$ cat src/rtl/eep_pkg.sv
package eep_pkg;
  typedef enum logic [2:0] {
    ST_IDLE,
    ST_CTRL,
    ST_ADDR,
    ST_WDATA,
    ST_RDATA
  } eep_state_e;

  localparam logic [3:0] DEV_CODE = 4'b1010;
  localparam logic [3:0] BIT_LAST = 4'd8;  // count after 8 data rises
  localparam logic [3:0] BIT_ACK  = 4'd9;  // count after the ninth rise
endpackage

$ cat src/rtl/eep_line_sync.sv
module eep_line_sync #(
  parameter int SYNC_STAGES = 2
) (
  input  logic clk,
  input  logic rst_n,
  input  logic scl_i,
  input  logic sda_i,
  output logic rst_s_n,
  output logic scl_hi,
  output logic sda_hi,
  output logic start_ev,
  output logic stop_ev,
  output logic scl_rise,
  output logic scl_fall
);
  logic [1:0]           rst_pipe;
  logic [SYNC_STAGES:0] scl_pipe;
  logic [SYNC_STAGES:0] sda_pipe;
  logic scl_prev, sda_prev;

  // reset: asserted asynchronously, released on the clock
  always_ff @(posedge clk or negedge rst_n) begin
    if (!rst_n) rst_pipe <= 2'b00;
    else        rst_pipe <= {rst_pipe[0], 1'b1};
  end
  assign rst_s_n = rst_pipe[1];

  // synchronizer stages plus one history stage; the idle bus is high
  always_ff @(posedge clk or negedge rst_s_n) begin
    if (!rst_s_n) begin
      scl_pipe <= '1;
      sda_pipe <= '1;
    end else begin
      scl_pipe <= {scl_pipe[SYNC_STAGES-1:0], scl_i};
      sda_pipe <= {sda_pipe[SYNC_STAGES-1:0], sda_i};
    end
  end

  assign scl_hi   = scl_pipe[SYNC_STAGES-1];
  assign sda_hi   = sda_pipe[SYNC_STAGES-1];
  assign scl_prev = scl_pipe[SYNC_STAGES];
  assign sda_prev = sda_pipe[SYNC_STAGES];

  assign start_ev = scl_hi & scl_prev & sda_prev & ~sda_hi;
  assign stop_ev  = scl_hi & scl_prev & ~sda_prev & sda_hi;
  assign scl_rise = scl_hi & ~scl_prev;
  assign scl_fall = ~scl_hi & scl_prev;
endmodule

$ cat src/rtl/eep_busy_timer.sv
module eep_busy_timer #(
  parameter int BUSY_CYCLES = 5000
) (
  input  logic clk,
  input  logic rst_n,
  input  logic load,
  output logic busy
);
  localparam int CW = $clog2(BUSY_CYCLES + 1);

  logic [CW-1:0] cnt_q, cnt_d;

  always_comb begin
    cnt_d = cnt_q;
    if (load)            cnt_d = CW'(BUSY_CYCLES);
    else if (cnt_q != 0) cnt_d = cnt_q - 1'b1;
  end

  always_ff @(posedge clk or negedge rst_n) begin
    if (!rst_n) cnt_q <= '0;
    else        cnt_q <= cnt_d;
  end

  assign busy = (cnt_q != '0);

  // a committing Stop opens the programming window on the next cycle
  a_r7_busy_starts: assert property (@(posedge clk) disable iff (!rst_n)
    load |=> busy);
endmodule

$ cat src/rtl/eep_page_buf.sv
module eep_page_buf #(
  parameter int PAGE_BYTES = 16
) (
  input  logic                    clk,
  input  logic                    rst_n,
  input  logic                    clr,
  input  logic [$clog2(PAGE_BYTES)-1:0] base_lo,
  input  logic                    push,
  input  logic [7:0]              push_data,
  output logic [PAGE_BYTES*8-1:0] slot_data,
  output logic [PAGE_BYTES-1:0]   slot_vld
);
  localparam int PW = $clog2(PAGE_BYTES);

  logic [7:0]    slot_q [PAGE_BYTES];
  logic [PW-1:0] wr_idx_q, wr_idx_d;
  logic [PAGE_BYTES-1:0] vld_d;

  always_comb begin
    wr_idx_d = wr_idx_q;
    vld_d    = slot_vld;
    if (clr) begin
      wr_idx_d = base_lo;
      vld_d    = '0;
    end else if (push) begin
      wr_idx_d         = wr_idx_q + 1'b1;  // rolls over inside the page
      vld_d[wr_idx_q]  = 1'b1;
    end
  end

  always_ff @(posedge clk or negedge rst_n) begin
    if (!rst_n) begin
      wr_idx_q <= '0;
      slot_vld <= '0;
    end else begin
      wr_idx_q <= wr_idx_d;
      slot_vld <= vld_d;
    end
  end

  // data storage has no reset; the valid bits qualify it
  always_ff @(posedge clk) begin
    if (push && !clr) slot_q[wr_idx_q] <= push_data;
  end

  for (genvar g = 0; g < PAGE_BYTES; g++) begin : g_flat
    assign slot_data[g*8 +: 8] = slot_q[g];
  end

  // a new address phase empties the page
  a_r6_clear_empty: assert property (@(posedge clk) disable iff (!rst_n)
    clr |=> (slot_vld == '0));
  // every pushed byte marks the slot it landed in
  a_r6_slot_marked: assert property (@(posedge clk) disable iff (!rst_n)
    (push && !clr) |=> slot_vld[$past(wr_idx_q)]);
endmodule

$ cat src/rtl/eep_array.sv
module eep_array #(
  parameter int MEM_DEPTH  = 128,
  parameter int PAGE_BYTES = 16
) (
  input  logic                                      clk,
  input  logic                                      commit,
  input  logic [$clog2(MEM_DEPTH)-$clog2(PAGE_BYTES)-1:0] page_hi,
  input  logic [PAGE_BYTES*8-1:0]                   slot_data,
  input  logic [PAGE_BYTES-1:0]                     slot_vld,
  input  logic [$clog2(MEM_DEPTH)-1:0]              rd_addr,
  output logic [7:0]                                rd_data
);
  localparam int PW = $clog2(PAGE_BYTES);

  logic [7:0] mem_q [MEM_DEPTH];

  // the whole page lands in one cycle
  always_ff @(posedge clk) begin
    if (commit) begin
      for (int i = 0; i < PAGE_BYTES; i++) begin
        if (slot_vld[i]) mem_q[{page_hi, PW'(i)}] <= slot_data[i*8 +: 8];
      end
    end
  end

  assign rd_data = mem_q[rd_addr];
endmodule

$ cat src/rtl/i2c_eeprom_target.sv
module i2c_eeprom_target #(
  parameter int BUSY_CYCLES = 5000,
  parameter int MEM_DEPTH   = 128,
  parameter int PAGE_BYTES  = 16,
  parameter int SYNC_STAGES = 2
) (
  input  logic clk,
  input  logic rst_n,
  input  logic scl_i,
  input  logic sda_i,
  output logic sda_oe
);
  import eep_pkg::*;

  localparam int AW = $clog2(MEM_DEPTH);
  localparam int PW = $clog2(PAGE_BYTES);
  localparam int HW = AW - PW;

  logic rst_s_n, scl_hi, sda_hi, start_ev, stop_ev, scl_rise, scl_fall;
  logic busy, commit, buf_clr, buf_push;
  logic [PAGE_BYTES*8-1:0] slot_data;
  logic [PAGE_BYTES-1:0]   slot_vld;
  logic [7:0]              rd_data;

  eep_state_e    state_q, state_d;
  logic [3:0]    cnt_q, cnt_d;
  logic [7:0]    shreg_q, shreg_d;
  logic [7:0]    out_q, out_d;
  logic          ack_q, ack_d;
  logic          mnack_q, mnack_d;
  logic [AW-1:0] addr_q, addr_d;
  logic [HW-1:0] page_q, page_d;

  eep_line_sync #(.SYNC_STAGES(SYNC_STAGES)) u_sync (
    .clk(clk), .rst_n(rst_n), .scl_i(scl_i), .sda_i(sda_i),
    .rst_s_n(rst_s_n), .scl_hi(scl_hi), .sda_hi(sda_hi),
    .start_ev(start_ev), .stop_ev(stop_ev),
    .scl_rise(scl_rise), .scl_fall(scl_fall)
  );

  eep_page_buf #(.PAGE_BYTES(PAGE_BYTES)) u_page (
    .clk(clk), .rst_n(rst_s_n), .clr(buf_clr), .base_lo(shreg_q[PW-1:0]),
    .push(buf_push), .push_data(shreg_q),
    .slot_data(slot_data), .slot_vld(slot_vld)
  );

  eep_array #(.MEM_DEPTH(MEM_DEPTH), .PAGE_BYTES(PAGE_BYTES)) u_array (
    .clk(clk), .commit(commit), .page_hi(page_q),
    .slot_data(slot_data), .slot_vld(slot_vld),
    .rd_addr(addr_q), .rd_data(rd_data)
  );

  eep_busy_timer #(.BUSY_CYCLES(BUSY_CYCLES)) u_busy (
    .clk(clk), .rst_n(rst_s_n), .load(commit), .busy(busy)
  );

  // next-state logic
  always_comb begin
    state_d  = state_q;
    cnt_d    = cnt_q;
    shreg_d  = shreg_q;
    out_d    = out_q;
    ack_d    = ack_q;
    mnack_d  = mnack_q;
    addr_d   = addr_q;
    page_d   = page_q;
    commit   = 1'b0;
    buf_clr  = 1'b0;
    buf_push = 1'b0;

    if (start_ev) begin
      state_d = ST_CTRL;
      cnt_d   = '0;
      ack_d   = 1'b0;
    end else if (stop_ev) begin
      commit  = (state_q == ST_WDATA) && (slot_vld != '0);
      state_d = ST_IDLE;
      cnt_d   = '0;
      ack_d   = 1'b0;
    end else if (state_q != ST_IDLE) begin
      if (scl_rise) begin
        if (cnt_q < BIT_LAST)       shreg_d = {shreg_q[6:0], sda_hi};
        else if (cnt_q == BIT_LAST) mnack_d = sda_hi;
        if (cnt_q != BIT_ACK)       cnt_d   = cnt_q + 1'b1;
      end else if (scl_fall) begin
        if (cnt_q == BIT_LAST) begin
          // open the ninth slot
          unique case (state_q)
            ST_CTRL:           ack_d = (shreg_q[7:4] == DEV_CODE) && !busy;
            ST_ADDR, ST_WDATA: ack_d = 1'b1;
            default:           out_d = 8'hFF;  // read: hand the line to the master
          endcase
        end else if (cnt_q == BIT_ACK) begin
          ack_d = 1'b0;
          cnt_d = '0;
          unique case (state_q)
            ST_CTRL: begin
              if (!ack_q) begin
                state_d = ST_IDLE;
              end else if (shreg_q[0]) begin
                state_d = ST_RDATA;
                out_d   = rd_data;
                addr_d  = addr_q + 1'b1;
              end else begin
                state_d = ST_ADDR;
              end
            end
            ST_ADDR: begin
              addr_d  = shreg_q[AW-1:0];
              page_d  = shreg_q[AW-1:PW];
              buf_clr = 1'b1;
              state_d = ST_WDATA;
            end
            ST_WDATA: buf_push = 1'b1;
            ST_RDATA: begin
              if (mnack_q) begin
                state_d = ST_IDLE;
              end else begin
                out_d  = rd_data;
                addr_d = addr_q + 1'b1;
              end
            end
            default: state_d = ST_IDLE;
          endcase
        end else if (state_q == ST_RDATA) begin
          out_d = {out_q[6:0], 1'b1};
        end
      end
    end
  end

  // registers
  always_ff @(posedge clk or negedge rst_s_n) begin
    if (!rst_s_n) begin
      state_q <= ST_IDLE;
      cnt_q   <= '0;
      shreg_q <= '0;
      out_q   <= 8'hFF;
      ack_q   <= 1'b0;
      mnack_q <= 1'b1;
      addr_q  <= '0;
      page_q  <= '0;
    end else begin
      state_q <= state_d;
      cnt_q   <= cnt_d;
      shreg_q <= shreg_d;
      out_q   <= out_d;
      ack_q   <= ack_d;
      mnack_q <= mnack_d;
      addr_q  <= addr_d;
      page_q  <= page_d;
    end
  end

  assign sda_oe = ack_q | ((state_q == ST_RDATA) & ~out_q[7]);

  // the line is never moved by the target while SCL is high
  a_r3_steady_high: assert property (@(posedge clk) disable iff (!rst_s_n)
    (scl_hi && $past(scl_hi) && !$past(start_ev) && !$past(stop_ev))
      |-> $stable(sda_oe));
  // no acknowledge of the control byte inside the programming window
  a_r7_silent_busy: assert property (@(posedge clk) disable iff (!rst_s_n)
    (busy && state_q == ST_CTRL) |-> !ack_q);
  // once back at idle (after a master NACK or a refusal) the line is free
  a_r10_idle_released: assert property (@(posedge clk) disable iff (!rst_s_n)
    (state_q == ST_IDLE) |-> !sda_oe);
  // the programming window opens only out of a data phase
  a_r12_busy_from_write: assert property (@(posedge clk) disable iff (!rst_s_n)
    $rose(busy) |-> ($past(state_q) == ST_WDATA));
endmodule

$ cat config.mk
export PLATFORM = sky130hd
export DESIGN_NAME = i2c_eeprom_target
export DESIGN_NICKNAME = d
export VERILOG_FILES = /design/src/rtl/eep_pkg.sv /design/src/rtl/eep_line_sync.sv /design/src/rtl/eep_busy_timer.sv /design/src/rtl/eep_page_buf.sv /design/src/rtl/eep_array.sv /design/src/rtl/i2c_eeprom_target.sv
export SDC_FILE = /design/constraint.sdc
export NUM_CORES = 1
export LEC_CHECK = 0
export BUFFER_PORTS_ARGS = -buffer_cell sky130_fd_sc_hd__buf_2
export CAP_MARGIN = 20
export CORE_ASPECT_RATIO = 0.5
export CORE_MARGIN = 2
export CORE_UTILIZATION = 55
export DETAILED_ROUTE_END_ITERATION = 12
export PLACE_DENSITY = 0.7
export SLEW_MARGIN = 40
export SYNTH_ARGS = -nofsm -noshare
export SYNTH_HDL_FRONTEND = slang
export SYNTH_SLANG_ARGS = --single-unit
$ cat constraint.sdc
create_clock -name clk -period 3.5 [get_ports clk]
set_clock_uncertainty 0.1 [all_clocks]
set_input_delay 0.525 -clock clk [delete_from_list [all_inputs] [get_ports clk]]
set_output_delay 0.525 -clock clk [all_outputs]
set_load 0.05 [all_outputs]
Word level (Yosys, flattened, before mapping)
Memory sizes are Yosys's and may differ from the RTL's. Cells that the tools add are included.

Input bits: 4. Register bits: 76. Output and inout bits: 1. Word-level logic and storage cells: 210. Memories: 2. RAM bits: 1152.

Equal/unequal tests: 22. Bitwise gates (word level): 20. Order comparisons: 3. Multiplexer cells: 115. Reduce and logical (&&, ||, !) cells: 30. Add/subtract/negate cells: 4.

Memory list: u_array.mem_q (words 128, width 8, read ports 1, clocked after Yosys merged registers in 0, wr ports 16, line eep_array.sv:15) `logic [7:0] mem_q [MEM_DEPTH];`; u_page.slot_q (words 16, width 8, read ports 16, clocked after Yosys merged registers in 0, wr ports 1, line eep_page_buf.sv:15) `logic [7:0] slot_q [PAGE_BYTES];`.

Operators by type and width (number): $mux W1 (76); $mux W8 (7); $mux W4 (10); $mux W16 (2); $mux W3 (10); $mux W13 (2); $ne A4 B4 Y1 const B (6); $reduce_and A11 Y1 (2); $mux W7 (3); $pmux W7 S3 (1); $reduce_bool A3 Y1 (7); $or A16 B16 Y16 (1); $pmux W8 S2 (1); $reduce_bool A16 Y1 (1); $reduce_and A5 Y1 (3); $reduce_bool A13 Y1 (1); $sub A13 B1 Y13 const B (1); $eq A4 B4 Y1 const B (3); $pmux W3 S4 (1); $reduce_bool A4 Y1 (3); $not A1 Y1 (10); $ne A3 B3 Y1 const B (3); $add A4 B1 Y4 const B (2); $and A1 B1 Y1 (8); 21 further kinds (30).

Logic depth before layout (Yosys ltp)
Depth after elaboration: 13. Gate-level depth with buffers: 12. Depth with buffers taken out: 9.

Cells and area by module
From an unflattened synthesis, not the netlist that was laid out.

Cells, all modules: 2134. Area, all modules: 47226.5 µm².

By module, submodules not included: eep_array (area each 39411.5 µm², times used 1, cells each 1613, sequential area each 30749.5 µm²); eep_page_buf (area each 4865.9 µm², times used 1, cells each 227, sequential area each 4344.2 µm²); i2c_eeprom_target (area each 1995.7 µm², times used 1, cells each 207, sequential area each 887.1 µm²); eep_busy_timer (area each 706.9 µm², times used 1, cells each 74, sequential area each 325.3 µm²); eep_line_sync (area each 246.5 µm², times used 1, cells each 13, sequential area each 207.7 µm²).

Worst setup path after synthesis
Ideal clock, no wire load.

Path type: register -> register. From: register cnt_q[0]. To: memory u_page.slot_q[3][0], enable pin. Clock period less this slack: 3.084 ns. Buffers on the path: 1. Cell stages (with the launch flop): 10. Library setup time: 0.386 ns. Data required time: 3.014 ns. Arrival: 2.598 ns. Setup slack: 0.416 ns. Cells stage by stage: dfrtp_1 > inv_1 > ha_1 > nand4bb_1 > clkbuf_1 > nor3_1 > nand2_1 > nor2_1 > nand3_1 > nor3_1.

Cells in the longest elaborated chain, start to end: 12. Elaborated cells on any way between the ends: 20. Classes of those cells: eq/ne (2); mux (16); reduce/logical (2).

RTL lines: from (decl) (line i2c_eeprom_target.sv:26) `logic [3:0] cnt_q, cnt_d;`; from (signal assigned) (line i2c_eeprom_target.sv:145) `cnt_q <= cnt_d;`; $eq A4 B4 Y1 (line i2c_eeprom_target.sv:93) `end else if (cnt_q == BIT_ACK) begin`; $mux W1 (line i2c_eeprom_target.sv:93); $mux W1 (line i2c_eeprom_target.sv:86) `if (cnt_q == BIT_LAST) begin`; $mux W1 (line i2c_eeprom_target.sv:85) `end else if (scl_fall) begin`; $mux W1 (line i2c_eeprom_target.sv:81) `if (scl_rise) begin`; $mux W1 (line i2c_eeprom_target.sv:80) `end else if (state_q != ST_IDLE) begin`; $mux W1 (line i2c_eeprom_target.sv:75) `end else if (stop_ev) begin`; $mux W1 (line i2c_eeprom_target.sv:71) `if (start_ev) begin`; $logic_not A1 Y1 (line eep_page_buf.sv:43) `if (push && !clr) slot_q[wr_idx_q] <= push_data;`; $logic_and A1 B1 Y1 (*) (line eep_page_buf.sv:43); $mux W1 (*) (line eep_page_buf.sv:43); $mux W1 (not written as such) (*) (line eep_page_buf.sv:43); to (decl) (line eep_page_buf.sv:15).

Every way passes the cells marked *; elsewhere a longest branch is shown, timed or not.

Worst setup path in the final report
From: register addr_q[0]. To: register out_q[2].

Cells in the longest elaborated chain, start to end: 6. Elaborated cells on any way between the ends: 7. Classes of those cells: mux (6); memory (1).

RTL lines: from (decl) (line i2c_eeprom_target.sv:31) `logic [AW-1:0] addr_q, addr_d;`; from (signal assigned) (line i2c_eeprom_target.sv:150) `addr_q <= addr_d;`; $mem_v2 Z128 W8 (*); $mux W8 (line i2c_eeprom_target.sv:100) `end else if (shreg_q[0]) begin`; $mux W8 (line i2c_eeprom_target.sv:98) `if (!ack_q) begin`; $pmux W8 S2 (*) (line i2c_eeprom_target.sv:96) `unique case (state_q)`; $mux W8 (*) (line i2c_eeprom_target.sv:93); $mux W8 (*) (line i2c_eeprom_target.sv:86); to (signal assigned) (line i2c_eeprom_target.sv:147) `out_q <= out_d;`; to (decl) (line i2c_eeprom_target.sv:28) `logic [7:0] out_q, out_d;`.

Every way passes the cells marked *; elsewhere a longest branch is shown, timed or not. The select of a mux whose other input is x is not followed. A chain may end at the register's enable or synchronous reset.

==> flow_summary.json <==
{
  "outcome": "finished with violations",
  "violations": "negative setup slack",
  "synthTopCellsByArea": "edfxtp_1 (72%), mux4_2 (9.8%), dfrtp_1 (3.2%), mux2i_1 (2.7%), and2_1 (1.8%)",
  "nNetsFinal": 2610,
  "start_kind": "register",
  "num_rows": 76,
  "synth-async-reset-ratio_pct": 6.19,
  "ant_nets": 0,
  "use_met1_pct": 50.8,
  "synth_largest_area_cell": "edfxtp_1",
  "drc": 0,
  "end_kind": "register",
  "drt_pass1_iterations": 6,
  "root_buffer": "clkbuf_16",
  "hold_path.class": "in2async",
  "r2r_slack_ps": -50,
  "critical_path.max_stage_delay_ps": 700,
  "seq_area_frac_synth_pct": 75.8,
  "dpl.hpwl_um": 107000,
  "insertion_delay_ps": 710,
  "synth_area_um2": 48200,
  "drt_wl_total_um": 154000,
  "grt_max_degree": 71,
  "netlist.area_leader.share_pct": 71.8,
  "syn_nets": 2463,
  "met2_usage_pct": 45.3,
  "start_util_pct": 55.7,
  "arrival_ps": 4090,
  "grt_util_all_layers_pct": 34.6,
  "fin_cells": 3852,
  "p_leak_nw": 17.1,
  "drive_gt1_share_pct": 22.3,
  "fp.dieW_um": 423,
  "slew_headroom_pct": 41.7,
  "cts_tree": "yes",
  "drt_iter0_drc": 5881,
  "core_um2": 86400,
  "area_delta_synth_final_pct": 12.1,
  "clkTransAtPathRegs_ps": 70,
  "crit_chain": "buf_4, mux2i_1, a221oi_2, buf_4, a311oi_1, a31oi_1, o211ai_1, a2111oi_0, a221o_1",
  "cpMostUsedCell": "buf_4",
  "grt_pass1_vias": 25033,
  "cts_inserted_buffers": 102,
  "synth_edf_count": 1152,
  "worstSetupPathType": "reg2reg",
  "antenna_found_initial": 13,
  "irDropWorstVdd_mv": 0.529,
  "dp.cells": 3654,
  "clkSinkCount": 1228,
  "cp_data_required_time_ps": 4050,
  "port_buffers": 4,
  "worstPathMaxFanout": 13,
  "ys_types": 86,
  "cap_viol_max_count": 0,
  "tightest_slew_ps": 874,
  "avgSynthCellArea_um2": 19.7,
  "setup_viol": 1,
  "syn-instance-count": 2446,
  "met3_usage_pct": 17.3,
  "synthFlopType": "edfxtp_1",
  "power.density_nw_per_um2": 519,
  "die_h_um": 213,
  "grt_overflow": 0,
  "vias": 27063,
  "fmax_ghz": 0.282,
  "slew_viol_final": 0,
  "io-pin-count": 5,
  "dp_slack_ps": 75.7,
  "ys_ff_latch": 1228,
  "setup_ws_ps": -45.8,
  "wl_per_cell_um": 39.9,
  "dieArea_um2": 90100,
  "place_congestion": 1.15,
  "cts-htree-levels": 3,
  "yosys_warnings": 0,
  "min_period_ps": 3550,
  "cpMaxStageDelayCell": "dfrtp_4",
  "min_period_over_period_pct": 101,
  "grt-busiest-layer": "met1",
  "fill_cells": 5868,
  "grt_pass1_wl_um": 208000,
  "vias_per_cell": 7.03,
  "finalHoldViolCount": 0,
  "clock_path_buffers": 3
}
-- layer usage --
layer  vias up  wire [µm]
met2      2643      61200
met4         4       4680
met1     13925      58500
li1      10252          -
met3       239      29400
met5         -        129
-- layout by cell type (no fill, tap or decap), types with 14 or more instances in the layout --
cell,instances
edfxtp_1,1152
mux4_2,209
and2_1,135
mux2i_1,132
buf_4,127
clkbuf_16,105
nor2_1,91
nand2_1,80
dfrtp_1,55
o21ai_0,47
a21oi_1,41
buf_12,35
o221ai_1,32
nor3_1,29
clkbuf_1,25
o22ai_1,21
mux2_2,19
a21o_1,17
nand3_1,16
dfstp_2,15
inv_1,14
clkinv_2,14
-- state kept, by name (all words and copies together) (netlist names), 7 cells and up --
name	cells
u_array.mem_q	1024
u_page.slot_q	128
u_page.slot_vld	16
u_busy.cnt_q	13
out_q	8
shreg_q	8
addr_q	7
-- logic make-up (layout without fill, tap and decap cells) --
| family | after synthesis | count (layout) | synth area share, % |
|---|---|---|---|
| AO/OA/AOI/OAI | 255 | 255 | 3.75 |
| XOR/XNOR | 10 | 10 | 0.182 |
| adder cells (fa/ha/maj) | 13 | 13 | 0.338 |
| buffers and inverters | 141 | 373 | 1.97 |
| flip-flops | 1228 | 1228 | 75.8 |
| multiplexers | 364 | 364 | 13.2 |
| other | 1 | 5 | 0.00778 |
| AND/OR/NAND/NOR | 434 | 434 | 4.79 |
-- metrics by stage --
step                setup TNS (ps)  power (mW)  util (%)  instance area (µm²)  hold slack [ps]
floorplan                        0        16.3         -                48200              129
global placement            -13540        16.5      58.3                50400              212
detailed placement               0        16.5      58.4                50500              154
CTS                              0        28.0      62.4                53900             49.4
global route                 -38.4        28.6      62.5                54000             68.5
finish                       -45.8        28.0      62.5                54000             77.2
-- where the power goes --
part	switching, mW	total (mW)	internal (mW)
registers	0.0287	15.9	15.9
logic	0.201	0.261	0.0600
clock network	5.22	11.8	6.61
total	5.45	28.0	22.6
-- critical path, delay by kind of cell (launching register included) --
kind,cells,cell delay (ps)
compound gates,6,1850
flops,1,700
buf+inv,2,540
mux,1,250
-- repair_timing --
action | in CTS | in global routing
hold buffers | 3 | 0
endpoints found under the setup margin | 0 | 36
hold endpoints to repair | 4 | 0
resized for setup | 0 | 5
setup buffers | 0 | 1
-- path summary, 6_finish.rpt --
path | start | to | cells past startpoint
worst max-delay path | addr_q[0]$_DFFE_PN0P_ | out_q[2]$_DFFE_PN1P_ | 9
worst min-delay path | rst_n | u_sync.rst_pipe[0]$_DFF_PN0_ | 2
worst max register to register | addr_q[0]$_DFFE_PN0P_ | out_q[2]$_DFFE_PN1P_ | 9
worst min register to register | u_sync.rst_pipe[1]$_DFF_PN0_ | u_busy.cnt_q[5]$_DFFE_PN0P_ | 0
max in group asynchronous | u_sync.rst_pipe[1]$_DFF_PN0_ | out_q[4]$_DFFE_PN1P_ | 1
min in group clk | u_sync.rst_pipe[0]$_DFF_PN0_ | u_sync.rst_pipe[1]$_DFF_PN0_ | 0
-- synthesized netlist by cell type (7+ instances only) --
cell type     n
a21o_1       17
a21oi_1      41
a221o_1       7
a221oi_1      8
and2_1      135
buf_1         9
buf_12       13
buf_2        29
buf_6        16
clkbuf_1     51
dfrtp_1      61
dfstp_2      15
edfxtp_1   1152
ha_1         13
inv_1        14
mux2_2       19
mux2i_1     132
mux4_2      209
nand2_1      80
nand2b_1      8
nand3_1      16
nand4_1       7
nor2_1       91
nor3_1       32
nor4_1       14
o211ai_1      7
o21ai_0      49
o221ai_1     33
o22ai_1      21
-- final cells by class --
cell class	count	area (µm²)	share of cell area [%]
repair buffers	169	1700	3.16
clock inverters	53	626	1.16
flip-flops and latches	1228	36500	67.6
multi-input cells	1077	10800	20.0
diodes	4	10.0	0.0185
clock buffers	136	2800	5.19
inverters	15	56.3	0.104
well taps	1170	1460	2.71
Power figures use the tool's default switching activity.
